## config.mk

```make
export PLATFORM = sky130hd
export DESIGN_NAME = rx_dma_engine
export DESIGN_NICKNAME = d
export VERILOG_FILES = /design/src/rtl/rxdma_pkg.sv /design/src/rtl/rxdma_rst_sync.sv /design/src/rtl/rxdma_regs.sv /design/src/rtl/rxdma_ctrl.sv /design/src/rtl/rx_dma_engine.sv
export SDC_FILE = /design/constraint.sdc
export NUM_CORES = 1
export LEC_CHECK = 0
export BUFFER_PORTS_ARGS = -buffer_cell sky130_fd_sc_hd__buf_2
export CAP_MARGIN = 10
export CORE_MARGIN = 1.5
export CORE_UTILIZATION = 30
export CTS_BUF_LIST = sky130_fd_sc_hd__clkbuf_4 sky130_fd_sc_hd__clkbuf_8
export CTS_CLUSTER_SIZE = 14
export DETAILED_ROUTE_END_ITERATION = 10
export HOLD_SLACK_MARGIN = 0.15
export PLACE_DENSITY_LB_ADDON = 0.08
export SYNTH_ARGS = -nofsm -noshare
export SYNTH_HDL_FRONTEND = slang
export SYNTH_SLANG_ARGS = --single-unit
```

## constraint.sdc

```tcl
create_clock -name clk -period 6.7 [get_ports clk]
set_input_delay 0 -clock clk [delete_from_list [all_inputs] [get_ports clk]]
set_output_delay 0 -clock clk [all_outputs]
set_load 0.01 [all_outputs]
```

## src/rtl/rxdma_pkg.sv

```systemverilog
package rxdma_pkg;
  typedef enum logic [1:0] {
    STOP_NONE = 2'd0,
    STOP_FULL = 2'd1,
    STOP_END  = 2'd2
  } stop_e;
endpackage

```

## src/rtl/rxdma_rst_sync.sv

```systemverilog
module rxdma_rst_sync (
  input  logic clk,
  input  logic rst_n,
  output logic rst_n_sync
);
  logic [1:0] sync_q;

  always_ff @(posedge clk or negedge rst_n) begin
    if (!rst_n) sync_q <= 2'b00;
    else        sync_q <= {sync_q[0], 1'b1};
  end

  assign rst_n_sync = sync_q[1];
endmodule

```

## src/rtl/rxdma_regs.sv

```systemverilog
module rxdma_regs #(
  parameter int ADDR_W = 24,
  parameter int SIZE_W = 15,
  parameter int REG_AW = 3
) (
  input  logic              clk,
  input  logic              rst_n,
  input  logic              reg_wr,
  input  logic [REG_AW-1:0] reg_addr,
  input  logic [7:0]        reg_wdata,
  output logic [7:0]        reg_rdata,
  input  logic              enable,
  input  logic [SIZE_W-1:0] count,
  output logic [ADDR_W-1:0] base,
  output logic [SIZE_W-1:0] size,
  output logic              arm
);
  localparam int NB    = ADDR_W / 8;
  localparam int SHI_W = SIZE_W - 8;
  localparam logic [REG_AW-1:0] OFS_SLO = REG_AW'(NB);
  localparam logic [REG_AW-1:0] OFS_SHI = REG_AW'(NB + 1);
  localparam logic [REG_AW-1:0] OFS_CLO = REG_AW'(NB + 2);
  localparam logic [REG_AW-1:0] OFS_CHI = REG_AW'(NB + 3);

  logic              wr_ok;
  logic [SIZE_W-1:0] size_wr;
  logic              zero_arm;
  logic              slo_en, shi_en;
  logic [7:0]        size_lo_q;
  logic [SHI_W-1:0]  size_hi_q;

  assign wr_ok    = reg_wr && !enable;
  assign size_wr  = {reg_wdata[SHI_W-1:0], size_lo_q};
  assign zero_arm = reg_wdata[7] && (size_wr == '0);
  assign slo_en   = wr_ok && (reg_addr == OFS_SLO);
  assign shi_en   = wr_ok && (reg_addr == OFS_SHI) && !zero_arm;
  assign arm      = shi_en && reg_wdata[7];
  assign size     = {size_hi_q, size_lo_q};

  for (genvar i = 0; i < NB; i++) begin : g_base
    logic [7:0] byte_q;
    logic       byte_en;
    assign byte_en = wr_ok && (reg_addr == REG_AW'(i));
    always_ff @(posedge clk or negedge rst_n) begin
      if (!rst_n)       byte_q <= 8'h00;
      else if (byte_en) byte_q <= reg_wdata;
    end
    assign base[i*8 +: 8] = byte_q;
  end

  always_ff @(posedge clk or negedge rst_n) begin
    if (!rst_n)      size_lo_q <= 8'h00;
    else if (slo_en) size_lo_q <= reg_wdata;
  end

  always_ff @(posedge clk or negedge rst_n) begin
    if (!rst_n)      size_hi_q <= '0;
    else if (shi_en) size_hi_q <= reg_wdata[SHI_W-1:0];
  end

  always_comb begin
    reg_rdata = 8'h00;
    for (int i = 0; i < NB; i++) begin
      if (reg_addr == REG_AW'(i)) reg_rdata = base[i*8 +: 8];
    end
    if (reg_addr == OFS_SLO) reg_rdata = size_lo_q;
    if (reg_addr == OFS_SHI) reg_rdata = {enable, 7'(size_hi_q)};
    if (reg_addr == OFS_CLO) reg_rdata = count[7:0];
    if (reg_addr == OFS_CHI) reg_rdata = 8'(count >> 8);
  end
endmodule

```

## src/rtl/rxdma_ctrl.sv

```systemverilog
module rxdma_ctrl
  import rxdma_pkg::*;
#(
  parameter int ADDR_W = 24,
  parameter int SIZE_W = 15
) (
  input  logic              clk,
  input  logic              rst_n,
  input  logic              arm,
  input  logic [ADDR_W-1:0] base,
  input  logic [SIZE_W-1:0] size,
  input  logic              fifo_empty,
  input  logic              fifo_last,
  input  logic              mem_gnt,
  output logic              enable,
  output logic              mem_req,
  output logic [ADDR_W-1:0] mem_addr,
  output logic              fifo_pop,
  output logic [SIZE_W-1:0] count,
  output logic              irq_full,
  output logic              irq_end
);
  logic              en_q, en_d;
  logic [ADDR_W-1:0] ptr_q, ptr_d;
  logic [SIZE_W-1:0] cnt_q, cnt_d;
  logic              full_q, end_q;
  logic              accept;
  logic [SIZE_W-1:0] cnt_inc;
  stop_e             stop_kind;

  assign mem_req  = en_q && !fifo_empty;
  assign accept   = mem_req && mem_gnt;
  assign fifo_pop = accept;
  assign cnt_inc  = cnt_q + 1'b1;

  always_comb begin
    stop_kind = STOP_NONE;
    if (accept) begin
      if (cnt_inc == size) stop_kind = STOP_FULL;
      else if (fifo_last)  stop_kind = STOP_END;
    end
  end

  always_comb begin
    en_d  = en_q;
    ptr_d = ptr_q;
    cnt_d = cnt_q;
    if (arm) begin
      en_d  = 1'b1;
      ptr_d = base;
      cnt_d = '0;
    end else if (accept) begin
      ptr_d = ptr_q + 1'b1;
      cnt_d = cnt_inc;
      if (stop_kind != STOP_NONE) en_d = 1'b0;
    end
  end

  always_ff @(posedge clk or negedge rst_n) begin
    if (!rst_n) begin
      en_q   <= 1'b0;
      ptr_q  <= '0;
      cnt_q  <= '0;
      full_q <= 1'b0;
      end_q  <= 1'b0;
    end else begin
      en_q   <= en_d;
      ptr_q  <= ptr_d;
      cnt_q  <= cnt_d;
      full_q <= (stop_kind == STOP_FULL);
      end_q  <= (stop_kind == STOP_END);
    end
  end

  assign enable   = en_q;
  assign mem_addr = ptr_q;
  assign count    = cnt_q;
  assign irq_full = full_q;
  assign irq_end  = end_q;
endmodule

```

## src/rtl/rx_dma_engine.sv

```systemverilog
module rx_dma_engine #(
  parameter int ADDR_W = 24,
  parameter int SIZE_W = 15,
  localparam int REG_AW = $clog2(ADDR_W / 8 + 4)
) (
  input  logic              clk,
  input  logic              rst_n,
  input  logic              reg_wr,
  input  logic [REG_AW-1:0] reg_addr,
  input  logic [7:0]        reg_wdata,
  output logic [7:0]        reg_rdata,
  input  logic              fifo_empty,
  input  logic [7:0]        fifo_data,
  input  logic              fifo_last,
  output logic              fifo_pop,
  output logic              mem_req,
  input  logic              mem_gnt,
  output logic [ADDR_W-1:0] mem_addr,
  output logic [7:0]        mem_data,
  output logic              irq_full,
  output logic              irq_end
);
  logic              rst_n_sync;
  logic              enable, arm;
  logic [ADDR_W-1:0] base;
  logic [SIZE_W-1:0] size, count;

  rxdma_rst_sync u_rst (
    .clk       (clk),
    .rst_n     (rst_n),
    .rst_n_sync(rst_n_sync)
  );

  rxdma_regs #(.ADDR_W(ADDR_W), .SIZE_W(SIZE_W), .REG_AW(REG_AW)) u_regs (
    .clk      (clk),
    .rst_n    (rst_n_sync),
    .reg_wr   (reg_wr),
    .reg_addr (reg_addr),
    .reg_wdata(reg_wdata),
    .reg_rdata(reg_rdata),
    .enable   (enable),
    .count    (count),
    .base     (base),
    .size     (size),
    .arm      (arm)
  );

  rxdma_ctrl #(.ADDR_W(ADDR_W), .SIZE_W(SIZE_W)) u_ctrl (
    .clk       (clk),
    .rst_n     (rst_n_sync),
    .arm       (arm),
    .base      (base),
    .size      (size),
    .fifo_empty(fifo_empty),
    .fifo_last (fifo_last),
    .mem_gnt   (mem_gnt),
    .enable    (enable),
    .mem_req   (mem_req),
    .mem_addr  (mem_addr),
    .fifo_pop  (fifo_pop),
    .count     (count),
    .irq_full  (irq_full),
    .irq_end   (irq_end)
  );

  assign mem_data = fifo_data;
endmodule

```

# Word level (Yosys, flattened, before mapping)
# Index checks and enable logic that the tools add are counted.
totals:
  word_cells: 59
  regBits: 83
  in_bits: 25
  output_inout_bits: 44
op_classes:
  add_sub_neg: 2
  n_mux: 17
  reduce_logical: 20
  n_eq_ne: 9
op_table:
  columns: ["cell", "count"]
  rows:
  - ["2-to-1 mux 8 bit", 7]
  - ["2-to-1 mux 24 bit", 2]
  - ["2-to-1 mux 15 bit", 2]
  - ["adder 24 x 1 -> 24 bit, second input constant", 1]
  - ["adder 15 x 1 -> 15 bit, second input constant", 1]
  - ["== test 15 bit", 1]
  - ["logical NOT 15 bit", 1]
  - ["logical AND 1 bit", 11]
  - ["== test 3 bit, second input constant", 3]
  - ["== test 3 x 2 -> 1 bit, second input constant", 2]
  - ["2-to-1 mux 2 bit", 3]
  - ["nonzero test 2 bit", 3]
  - ["== test 3 x 1 -> 1 bit, second input constant", 1]
  - ["logical NOT 1 bit", 3]
  - ["logical NOT 3 bit", 1]
  - ["2-to-1 mux 1 bit", 3]
  - ["== test 2 x 1 -> 1 bit, second input constant", 1]
  - ["== test 2 bit, second input constant", 1]
  - ["AND reduction 2 bit", 1]

# Longest topological paths before layout
# Gate-level depths: netlist (run 1).
logic_depth:
  depth_word: 8
  ltp_mapped: 9

# By module
# A second synthesis (run 1) with hierarchy kept.
unflattened:
  hier_cells: 488
  hier_area_um2: 4872.2
modules_own_cells:
  columns: ["mod", "seq_area_each_um2", "area_per_inst_um2", "cells_each", "n_inst"]
  rows:
  - ["rxdma_ctrl", 1051.0, 2577.5, 297, 1]
  - ["rxdma_regs", 975.9, 2180.8, 180, 1]
  - ["rx_dma_engine", 0.0, 60.1, 8, 1]
  - ["rxdma_rst_sync", 50.0, 53.8, 3, 1]

# Least setup slack after synthesis (run 1)
# Ideal clock, no wire load.
synth_timing:
  kind: "reg2reg"
  from: "reg u_ctrl.cnt_q[0], in the netlist u_ctrl.count[0]"
  to: "reg u_ctrl.en_q, in the netlist u_ctrl.enable"
  path_stages_with_launch: 8
  path_slack_ps: 4645
  setup_time_ps: 142
  arrival_time_ps: 1913
  required_time_ps: 6558
  cell_sequence: "dfrtp_1 -> ha_1 -> and4_1 -> nand3_1 -> nand3_1 -> or4_1 -> and4bb_1 -> a21oi_1"
synth_via:
  elab_chain_cells: 7
synth_lines:
  columns: ["element", "line", "rtl"]
  rows:
  - ["start: declaration", "rxdma_ctrl.sv:25", "logic [SIZE_W-1:0] cnt_q, cnt_d;"]
  - ["start signal: assignment", "rxdma_ctrl.sv:69", "cnt_q <= cnt_d;"]
  - ["adder 15 x 1 -> 15 bit", "rxdma_ctrl.sv:34", "assign cnt_inc = cnt_q + 1'b1;"]
  - ["== test 15 bit", "rxdma_ctrl.sv:39", "if (cnt_inc == size) stop_kind = STOP_FULL;"]
  - ["2-to-1 mux 2 bit", "rxdma_ctrl.sv:39", null]
  - ["2-to-1 mux 2 bit", "rxdma_ctrl.sv:38", "if (accept) begin"]
  - ["nonzero test 2 bit", "rxdma_ctrl.sv:55", "if (stop_kind != STOP_NONE) en_d = 1'b0;"]
  - ["nonzero test 2 bit (no source line)", null, null]
  - ["AND reduction 2 bit (no source line)", null, null]
  - ["end signal: assignment", "rxdma_ctrl.sv:67", "en_q <= en_d;"]
  - ["end: declaration", "rxdma_ctrl.sv:23", "logic en_q, en_d;"]
# Every way passes these cells.
# A chain may end at the register's enable or synchronous reset.

# Final worst setup path (run 1)
layout_timing:
  from: "reg u_ctrl.en_q, in the netlist u_ctrl.enable"
  to: "reg u_ctrl.ptr_q[16], in the netlist u_ctrl.mem_addr[16]"
layout_via:
  elab_chain_cells: 6
  elab_cells_between_ends: 9
layout_lines:
  columns: ["element", "line", "rtl"]
  rows:
  - ["logical NOT 1 bit", "rxdma_regs.sv:32", "assign wr_ok = reg_wr && !enable;"]
  - ["logical AND 1 bit", "rxdma_regs.sv:32", null]
  - ["logical AND 1 bit (2 in series)", "rxdma_regs.sv:36", "assign shi_en = wr_ok && (reg_addr == OFS_SHI) && !zero_arm;"]
  - ["logical AND 1 bit", "rxdma_regs.sv:37", "assign arm = shi_en && reg_wdata[7];"]
  - ["2-to-1 mux 24 bit or nonzero test 2 bit (tied branches)", null, null]
  - ["end signal: assignment", "rxdma_ctrl.sv:68", "ptr_q <= ptr_d;"]
  - ["end: declaration", "rxdma_ctrl.sv:24", "logic [ADDR_W-1:0] ptr_q, ptr_d;"]
# Several ways; a longest one is shown, not always the timed one.

==> results.sh, run 1 <==
export IMPL_post_cts_hold_buffer_count=19
export IMPL_finalCriticalPeriod_ps=3570
export IMPL_critical_path_reg2reg_startpoint="u_ctrl.enable"
export IMPL_worst_pin_slew_ps=1090
export IMPL_critPathSlowestCell="nor2_1"
export IMPL_fp_dieH_um=129
export IMPL_synth_edf_count=0
export IMPL_ys_warnings_count=0
export IMPL_final_design_area_no_fill_um2=5560
export IMPL_via_count_of_the_first_global_routing_pass=3873
export IMPL_dieArea_um2=16700
export IMPL_crit_reg2reg_capture="u_ctrl.mem_addr[16]"
export IMPL_port_buffers=52
export IMPL_ys_dominant_reg_cell="dfrtp_1"
export IMPL_finalNetCount=555
export IMPL_seq_area_um2=2080
export IMPL_post_synth_cell_area_avg_um2=9.96
export IMPL_worstSetupEndpointType="register"
export IMPL_worst_r2r_cell_count=8
export IMPL_utilization_pct=36.1
export IMPL_cp_data_arrival_time_ps=3830
export IMPL_final_power_mw=1.96
export IMPL_synth_seq_area_share_pct=43.5
export IMPL_path_cells="nor2b_1 -> nand2_1 -> buf_4 -> clkinv_1 -> nor2_1 -> buf_4 -> o21ai_0 -> o311ai_0"
export IMPL_multi_input_area_um2=2490
export IMPL_numCtsBuffers=9
export IMPL_layout_cells_sized_above_1_pct=25.1
export IMPL_n_antenna_cell=0
export IMPL_area_delta_synth_final_pct=16.5
export IMPL_crit_required_ps=6960
export IMPL_cts_sink_count=83
export IMPL_floorplan_core_area_um2=15400
export IMPL_placement_rows=45
export IMPL_final_hold_worst_slack_ps=211
export IMPL_postCtsResizedCells=0
export IMPL_async_flop_share_pct=100
export IMPL_slew_viol_final=0
export IMPL_leakagePower_nw=2.29
export IMPL_cp_common_cell="buf_4"
export IMPL_placement_stage_cell_area_um2=5140
export IMPL_h_tree_depth=3
export IMPL_worst_setup_path_type="register to register"
export IMPL_grt_use_total_pct=18.8
export IMPL_start_util_pct=31.0
export IMPL_detailedRoute_firstPassIterationCount=5
export IMPL_timing_final_ws_setup_ps=3130
export IMPL_wire_length_of_the_first_global_routing_pass_mm=23.2
export IMPL_holdCritPathClass="register to async pin"
export IMPL_floorplan_die_width_um=129
export IMPL_antenna_found_initial=0
export IMPL_netlist_area_um2=4770
export IMPL_clk_insertion_delay_late_ps=380
export IMPL_synth_net_count=506
export IMPL_number_of_register_bits_inferred_by_synthesis=83
export IMPL_reg_clk_slew_reported_paths_ps=100
export IMPL_status="finished clean"
export IMPL_distinct_cells_synth=58
export IMPL_via_count=4029
export IMPL_reg2reg_setup_slack_ps=3130
export IMPL_tritoncts_clock_tree="built"
export IMPL_synth_cells=479
export IMPL_dp_hpwl_mm=10.8
export IMPL_avg_wl_per_cell_um=20.0
export IMPL_timing_slew_headroom_pct=27.3
export IMPL_power_density_nw_per_um2=353
export IMPL_critical_path_max_stage_delay_ps=940
export IMPL_final_period_utilization_pct=53.3
export IMPL_worst_path_max_fanout=46
export IMPL_clock_path_buffers=2
export IMPL_io_count=69
export IMPL_clock_skew_final_ps=17.1
export IMPL_preCtsSetupSlack_ps=3110
export IMPL_grt_overflow_total=0
export IMPL_setup_repair_after_global_routing_missed_its_margin="no"
export IMPL_dp_cells=709
export IMPL_count_of_antenna_violating_nets_left_after_detailed_routing=0
export IMPL_cts_root_buffer="clkbuf_8"
export IMPL_post_cts_setup_buffers=0
export IMPL_fillCellCount=1592
export IMPL_peakVddDrop_uv=148
export IMPL_drv_max_cap_violation_count=0
export IMPL_grt_start_max_net_pins=60
export IMPL_setup_tns_final_ps=0
export IMPL_setup_viol=0
export IMPL_routed_via_density=5.42
export IMPL_drc_errors=0
export IMPL_placer_congestion_estimate=0.842
export IMPL_maxClockFrequency_ghz=0.280
export IMPL_final_cell_count_no_fill=744
export IMPL_setup_worst_path_start_class="register"
export IMPL_routed_wirelength_mm=14.9
export IMPL_hold_viol=0
export IMPL_detailedRoute_firstIterationViolations=312
worst max-delay path, delay by kind of cell (launching register included):
family	cells	cell delay [ps]
AO/OA/AOI/OAI	2	220
buffers and inverters	3	1590
flip-flops	1	450
AND/OR/NAND/NOR	3	1170
registers in the layout, summed over array words and instances, names as in the netlist:
signal	cells
u_ctrl.mem_addr	24
u_regs.g_base.byte_q	24
u_ctrl.count	15
u_regs.size_lo_q	8
u_regs.size_hi_q	7
u_rst.sync_q	2
u_ctrl.enable	1
u_ctrl.irq_end	1
u_ctrl.irq_full	1
worst max path at each step:
| stage | from | endpoint | slack [ps] | cells past startpoint |
|---|---|---|---|---|
| after floorplan | u_rst.sync_q[1] | u_ctrl.count[0] | 4220 | 0 |
| after global placement | u_ctrl.enable | u_ctrl.mem_addr[13] | 3230 | 8 |
| after detailed placement | u_ctrl.enable | u_ctrl.mem_addr[16] | 3110 | 8 |
| after CTS | u_ctrl.enable | u_ctrl.mem_addr[16] | 3090 | 8 |
| after global routing | u_ctrl.enable | u_ctrl.mem_addr[16] | 2750 | 8 |
| final | u_ctrl.enable | u_ctrl.mem_addr[16] | 3130 | 8 |
where the power goes:
| group | total [mW] | leakage [nW] | switching [mW] | internal [mW] |
|---|---|---|---|---|
| Clock | 0.427 | 0.116 | 0.207 | 0.219 |
| Combinational | 0.601 | 1.12 | 0.280 | 0.321 |
| Sequential | 0.931 | 1.05 | 0.257 | 0.674 |
| Total | 1.96 | 2.29 | 0.745 | 1.21 |
cells in the mapped netlist (9+ instances only):
master	instances	area [um^2]
dfrtp_1	83	2080
nand2_1	53	199
o21ai_0	53	265
mux2_2	47	529
nor2_1	26	97.6
nand3_1	17	85.1
xnor2_1	16	140
a21oi_1	15	75.1
buf_2	13	65.1
clkbuf_1	10	37.5
nand4_1	10	62.6
and3_1	9	56.3
nor3_1	9	45.0
cells in the final DEF (no fill, tap or decap), types with 3 or more instances in the layout:
cell type / synthesis / final
and2_1: 3 / 3
nand2_1: 53 / 53
dlygate4sd3_1: 0 / 19
o21ai_0: 53 / 53
and3_1: 9 / 9
o31ai_1: 4 / 4
nand4_1: 10 / 10
a31oi_1: 8 / 8
a21oi_1: 15 / 15
o211ai_1: 3 / 3
a221o_1: 4 / 4
xor2_1: 6 / 6
clkbuf_8: 0 / 9
dfrtp_1: 83 / 82
o311ai_0: 7 / 7
buf_2: 13 / 52
nand3_1: 17 / 17
buf_4: 8 / 3
mux2i_1: 8 / 8
nor3_1: 9 / 9
mux4_2: 8 / 8
nor4_1: 7 / 7
xnor2_1: 16 / 16
inv_1: 5 / 5
nor2_1: 26 / 26
mux2_2: 47 / 47
layout make-up:
type                    count  share of cell area, %
clock buffers              10                   2.36
repair buffers             74                   8.51
clock inverters             6                   1.76
flip-flops and latches     83                   37.4
well taps                 211                   4.75
inverters                   6                  0.405
multi-input cells         354                   44.8
kinds of logic (layout without fill, tap and decap cells):
group	count (synthesis)	count (layout)	share of synthesized area, %
other cells	1	1	0.0786
flops	83	83	43.5
fa+ha+maj	2	2	0.524
mux	63	63	16.5
xor+xnor	22	22	4.04
simple gates	160	160	17.5
compound gates	106	106	13.4
buf+inv	42	96	4.33
per-layer routing:
layer / wire length, um / up-vias / GRT usage, %
li1: - / 1866 / -
met4: 258 / 0 / 7.07
met2: 6320 / 150 / 26.9
met3: 912 / 17 / 3.39
met5: 0 / - / 0
met1: 7410 / 1996 / 28.1
(Power assumes the default switching activity.)
==> run 2, diff against run 1 <==
Clock period 6.7 ns to 3.4 ns, I/O delays scaled along.
==> run 2 against run 1 <==
Against the previous run: combinational power grew 100%; global-route usage shrank 0.22 points; worst hold slack lost 14 ps; via count shrank 1.1%; wire length shrank 1.6%; count of clock-buffer cells in the layout shrank 1; critical endpoint is now u_ctrl.enable.
==> results.sh, run 2 (synthesis gave the netlist of run 1 again) <==
export IMPL_h_tree_depth=3
export IMPL_reg_clk_slew_reported_paths_ps=90
export IMPL_crit_required_ps=3640
export IMPL_wire_length_of_the_first_global_routing_pass_mm=23.0
export IMPL_detailedRoute_firstIterationViolations=315
export IMPL_fp_dieH_um=129
export IMPL_grt_overflow_total=0
export IMPL_power_density_nw_per_um2=676
export IMPL_most_used_cells_in_the_layout_excluding_fill_and_tap_cells="dfrtp_1 (82), nand2_1 (53), o21ai_0 (53)"
export IMPL_timing_final_ws_setup_ps=1120
export IMPL_setup_worst_path_start="u_ctrl.count[0]"
export IMPL_setup_tns_final_ps=0
export IMPL_hold_viol=0
export IMPL_critPathSlowestCell="or4_1"
export IMPL_antenna_found_initial=0
export IMPL_critical_path_n_buffers_inverters=0
export IMPL_cp_data_arrival_time_ps=2520
export IMPL_worst_pin_slew_ps=753
export IMPL_dp_hpwl_mm=10.7
export IMPL_drc_errors=0
export IMPL_postCtsResizedCells=0
export IMPL_via_count_of_the_first_global_routing_pass=3766
export IMPL_n_antenna_cell=0
export IMPL_placement_rows=45
export IMPL_multi_input_area_um2=2490
export IMPL_final_period_utilization_pct=67.0
export IMPL_finalNetCount=558
export IMPL_floorplan_die_width_um=129
export IMPL_worst_setup_path_type="register to register"
export IMPL_area_delta_synth_final_pct=16.1
export IMPL_worst_path_max_fanout=6
export IMPL_drv_max_cap_violation_count=0
export IMPL_status="finished clean"
export IMPL_preCtsSetupSlack_ps=1130
export IMPL_grt_use_total_pct=18.6
export IMPL_via_count=3986
export IMPL_dieArea_um2=16700
export IMPL_hp_start="mem_gnt"
export IMPL_seq_area_um2=2080
export IMPL_peakVddDrop_uv=270
export IMPL_tritoncts_clock_tree="built"
export IMPL_placer_congestion_estimate=0.827
export IMPL_cp_top_family="simple AND/OR/NAND/NOR gates"
export IMPL_maxClockFrequency_ghz=0.439
export IMPL_critical_path_reg2reg_startpoint="u_ctrl.count[0]"
export IMPL_path_cells="ha_1 -> and4_1 -> nand3_1 -> nand3_1 -> or4_1 -> and4bb_1 -> a21oi_1"
export IMPL_count_of_antenna_violating_nets_left_after_detailed_routing=0
export IMPL_io_count=69
export IMPL_layout_cells_sized_above_1_pct=25.4
export IMPL_port_buffers=52
export IMPL_start_util_pct=31.0
export IMPL_fillCellCount=1564
export IMPL_routed_via_density=5.34
export IMPL_layout_cells_most_common="dfrtp_1"
export IMPL_finalCriticalPeriod_ps=2280
export IMPL_clock_path_buffers=2
export IMPL_setup_repair_after_global_routing_missed_its_margin="no"
export IMPL_leakagePower_nw=2.29
export IMPL_worstSetupEndpointType="register"
export IMPL_cp_common_cell="nand3_1"
export IMPL_cts_root_buffer="clkbuf_8"
export IMPL_critical_path_max_stage_delay_ps=530
export IMPL_grt_start_max_net_pins=46
export IMPL_timing_slew_headroom_pct=49.4
export IMPL_routed_wirelength_mm=14.7
export IMPL_numCtsBuffers=9
export IMPL_clock_skew_final_ps=14.5
export IMPL_slew_viol_final=0
export IMPL_detailedRoute_firstPassIterationCount=5
export IMPL_avg_wl_per_cell_um=19.6
export IMPL_setup_viol=0
export IMPL_cts_sink_count=83
export IMPL_floorplan_core_area_um2=15400
export IMPL_clk_insertion_delay_late_ps=370
export IMPL_setup_worst_path_start_class="register"
export IMPL_holdCritPathClass="input port to register"
-- run 2: cell count changes in the layout (fill, tap and decap cells not counted), sizes merged --
cell	before	now
buf	55	58
bufinv	2	1
clkbuf	10	9
clkinv	3	4
clkinvlp	0	1
inv	7	6
-- run 2: path summary, 6_finish.rpt --
check | depth (start not counted) | to | slack, ps
setup / recovery | 7 | u_ctrl.enable | 1120
hold / removal | 4 | u_ctrl.enable | 200
setup reg to reg | 7 | u_ctrl.enable | 1120
hold reg to reg | 0 | u_regs.size_lo_q[7] | 340
max in group asynchronous | 1 | u_ctrl.count[4] | 2060
min in group asynchronous | 0 | u_regs.size_lo_q[7] | 340
-- run 2: routing by layer --
layer / wire length [um] / up-vias / GRT usage, % / share of wire [%]
li1: - / 1872 / - / -
met1: 7650 / 1978 / 29.1 / 52
met2: 6190 / 123 / 26.3 / 42
met3: 610 / 13 / 2.27 / 4.2
met4: 204 / 0 / 5.82 / 1.4
met5: 0 / - / 0 / 0
-- run 2: where the power goes --
group / switching (mW) / total, mW / internal (mW)
registers: 0.492 / 1.82 / 1.33
clock network: 0.390 / 0.727 / 0.337
logic: 0.560 / 1.20 / 0.637
-- run 2: final cells by class --
class                           count  share of cell area [%]
Multi-Input combinational cell    354                    44.9
Sequential cell                    83                    37.6
Timing Repair Buffer               77                    8.95
Tap cell                          211                    4.77
Clock buffer                        9                    2.24
Clock inverter                      6                    1.17
Inverter                            6                   0.407
-- run 2: worst reg2reg max path, delay by kind of cell (launching register included) --
family,cells,cell delay [ps]
flip-flops,1,470
AND/OR/NAND/NOR,5,1280
AO/OA/AOI/OAI,1,80
adder cells (fa/ha/maj),1,310
-- run 2: stage by stage --
stage	hold WS (ps)	power [mW]	instance area (um^2)	cells	utilization, %
after floorplan	-296	2.49	4770	479	-
after global placement	-215	3.02	5160	712	33.6
after detailed placement	-213	3.03	5160	712	33.6
after CTS	195	3.79	5540	746	36.0
after global routing	250	3.99	5540	746	36.0
final	197	3.74	5540	746	36.0
-- run 2: timing repair --
action | CTS | global route
setup endpoints to repair | 0 | 0
hold endpoints to repair | 52 | 0
hold buffers | 19 | 0
buffers inserted | 0 | 0
==> run 3, diff against run 2 <==
Clock period 3.4 ns to 2.17 ns, I/O delays scaled along.
==> run 3 against run 2 <==
Against the previous run: sequential share of layout area is 1.5 points lower; fmax is 9.6% higher; worst setup slack worse by 1000 ps; worst hold slack better by 17 ps; via count is 4.2% higher; critical path depth stayed put; power is 64% higher; register-to-register slack worse by 1000 ps; non-clock buffer count is 23 higher; combinational power is 72% higher; critical endpoint unchanged.
==> results.sh, run 3 (synthesis gave the netlist of run 1 again) <==
export IMPL_slew_viol_final=0
export IMPL_layout_cells_most_common="dfrtp_1"
export IMPL_final_power_mw=6.14
export IMPL_antenna_found_initial=0
export IMPL_crit_reg2reg_capture="u_ctrl.enable"
export IMPL_grt_start_max_net_pins=62
export IMPL_tritoncts_clock_tree="built"
export IMPL_drc_errors=0
export IMPL_final_period_utilization_pct=95.8
export IMPL_worstSetupEndpointType="register"
export IMPL_via_count=4152
export IMPL_routed_wirelength_mm=15.0
export IMPL_setup_worst_path_start_class="register"
export IMPL_placement_rows=45
export IMPL_worst_path_max_fanout=4
export IMPL_peakVddDrop_uv=431
export IMPL_reg2reg_setup_slack_ps=90
export IMPL_critical_path_n_buffers_inverters=0
export IMPL_combPwrFrac_pct=33.5
export IMPL_detailedRoute_firstIterationViolations=366
export IMPL_reg_clk_slew_reported_paths_ps=100
export IMPL_finalNetCount=581
export IMPL_port_buffers=52
export IMPL_setup_tns_final_ps=0
export IMPL_via_count_of_the_first_global_routing_pass=4085
export IMPL_area_delta_synth_final_pct=21.5
export IMPL_leakagePower_nw=2.41
export IMPL_clock_skew_final_ps=15.2
export IMPL_critical_path_max_stage_delay_ps=520
export IMPL_grt_overflow_total=0
export IMPL_fp_dieH_um=129
export IMPL_clock_power_share_pct=20.8
export IMPL_floorplan_die_width_um=129
export IMPL_n_antenna_cell=0
export IMPL_power_net_switching_mw=2.31
export IMPL_finalCriticalPeriod_ps=2080
export IMPL_maxClockFrequency_ghz=0.481
export IMPL_avg_wl_per_cell_um=19.5
export IMPL_most_used_cells_in_the_layout_excluding_fill_and_tap_cells="dfrtp_1 (73), nand2_1 (53), o21ai_0 (53)"
export IMPL_placer_congestion_estimate=0.844
export IMPL_routed_via_density=5.40
export IMPL_critical_path_reg2reg_startpoint="u_ctrl.count[1]"
export IMPL_floorplan_core_area_um2=15400
export IMPL_worst_r2r_cell_count=7
export IMPL_path_cells="ha_2 -> and4_1 -> nand3_1 -> nand3_1 -> or4_4 -> and4bb_1 -> a21oi_1"
export IMPL_worst_pin_slew_ps=508
export IMPL_hold_viol=0
export IMPL_cts_sink_count=83
export IMPL_drv_max_cap_violation_count=0
export IMPL_final_cell_count_no_fill=769
export IMPL_setup_viol=0
export IMPL_dieArea_um2=16700
export IMPL_count_of_antenna_violating_nets_left_after_detailed_routing=0
export IMPL_utilization_pct=37.7
export IMPL_critPathSlowestCell="or4_4"
export IMPL_power_density_nw_per_um2=1060
export IMPL_internal_power_mw=3.82
export IMPL_io_count=69
export IMPL_grt_use_total_pct=18.9
export IMPL_numCtsBuffers=9
export IMPL_layout_cells_sized_above_1_pct=31.4
export IMPL_final_hold_worst_slack_ps=214
export IMPL_cp_common_cell="nand3_1"
export IMPL_worst_setup_path_type="register to register"
export IMPL_start_util_pct=31.0
export IMPL_cp_top_family="simple AND/OR/NAND/NOR gates"
export IMPL_p_seq_share_pct=45.7
export IMPL_holdCritPathClass="register to async pin"
export IMPL_clock_path_buffers=2
export IMPL_wire_length_of_the_first_global_routing_pass_mm=23.7
export IMPL_cts_root_buffer="clkbuf_8"
export IMPL_crit_required_ps=2430
export IMPL_clk_insertion_delay_late_ps=380
export IMPL_sw_frac_of_total_pct=37.7
export IMPL_dp_hpwl_mm=11.2
export IMPL_setup_repair_after_global_routing_missed_its_margin="no"
export IMPL_dp_cells=733
export IMPL_h_tree_depth=3
export IMPL_status="finished clean"
export IMPL_timing_slew_headroom_pct=66.2
export IMPL_cp_data_arrival_time_ps=2330
export IMPL_detailedRoute_firstPassIterationCount=5
-- run 3: changes by cell type in the layout (fill, tap and decap cells not counted), sizes merged --
cell      change
buf          +23
bufinv        +1
clkinv        -2
clkinvlp      +1
-- run 3: repair_timing --
action / 4_1_cts / 5_1_grt
gates resized for setup: 1 / 16
hold endpoints to repair: 52 / 0
pin swaps: 0 / 3
setup buffers: 0 / 2
endpoints found under the setup margin: 1 / 16
hold buffers: 19 / 0
-- run 3: power groups by stage --
stage	sequential (mW)	combinational [mW]	clock [mW]
after floorplan	2.61	1.29	0
after global placement	2.80	1.99	0
after detailed placement	2.82	2.00	0
after CTS	2.79	2.04	1.31
after global routing	2.90	2.26	1.38
final	2.80	2.06	1.28
-- run 3: per-stage QoR --
stage | setup WS, ps | instance area [um^2]
after floorplan | 115 | 4770
after global placement | 33.9 | 5340
after detailed placement | -20.7 | 5340
after CTS | 16.8 | 5750
after global routing | 3.83 | 5800
final | 91.3 | 5800
-- run 3: worst max-delay path by stage --
stage               slack [ps]              from         endpoint  depth (start not counted)
finish                      90   u_ctrl.count[1]    u_ctrl.enable                          7
global route                 4   u_ctrl.count[0]    u_ctrl.enable                          7
CTS                         20  u_ctrl.count[10]  u_ctrl.irq_full                          6
detailed placement         -20   u_ctrl.count[2]  u_ctrl.irq_full                          7
global placement            30   u_ctrl.count[2]  u_ctrl.irq_full                          7
floorplan                  120   u_ctrl.count[0]    u_ctrl.enable                          7
-- run 3: worst register-to-register path, cell delays in order, from the launching register on --
cell and delay [ps]:
dfrtp_2 450, ha_2 200, and4_1 210, nand3_1 80, nand3_1 70, or4_4 520, and4bb_1 340, a21oi_1 80
-- run 3: layout make-up --
cell class	count	area, um^2
clock buffers	9	124
clock inverters	6	90.1
fillers	1575	9570
inverters	6	26.3
multi-input cells	354	2510
flip-flops and latches	83	2090
well taps	211	264
repair buffers	100	693
-- run 3: metal layers --
layer  up-vias  share of wire [%]  GRT usage, %
li1       1911                  -             -
met1      2100                 52          29.4
met2       125                 42          27.0
met3        16                4.1          2.44
met4         0                1.5          5.95
met5         -                  0             0
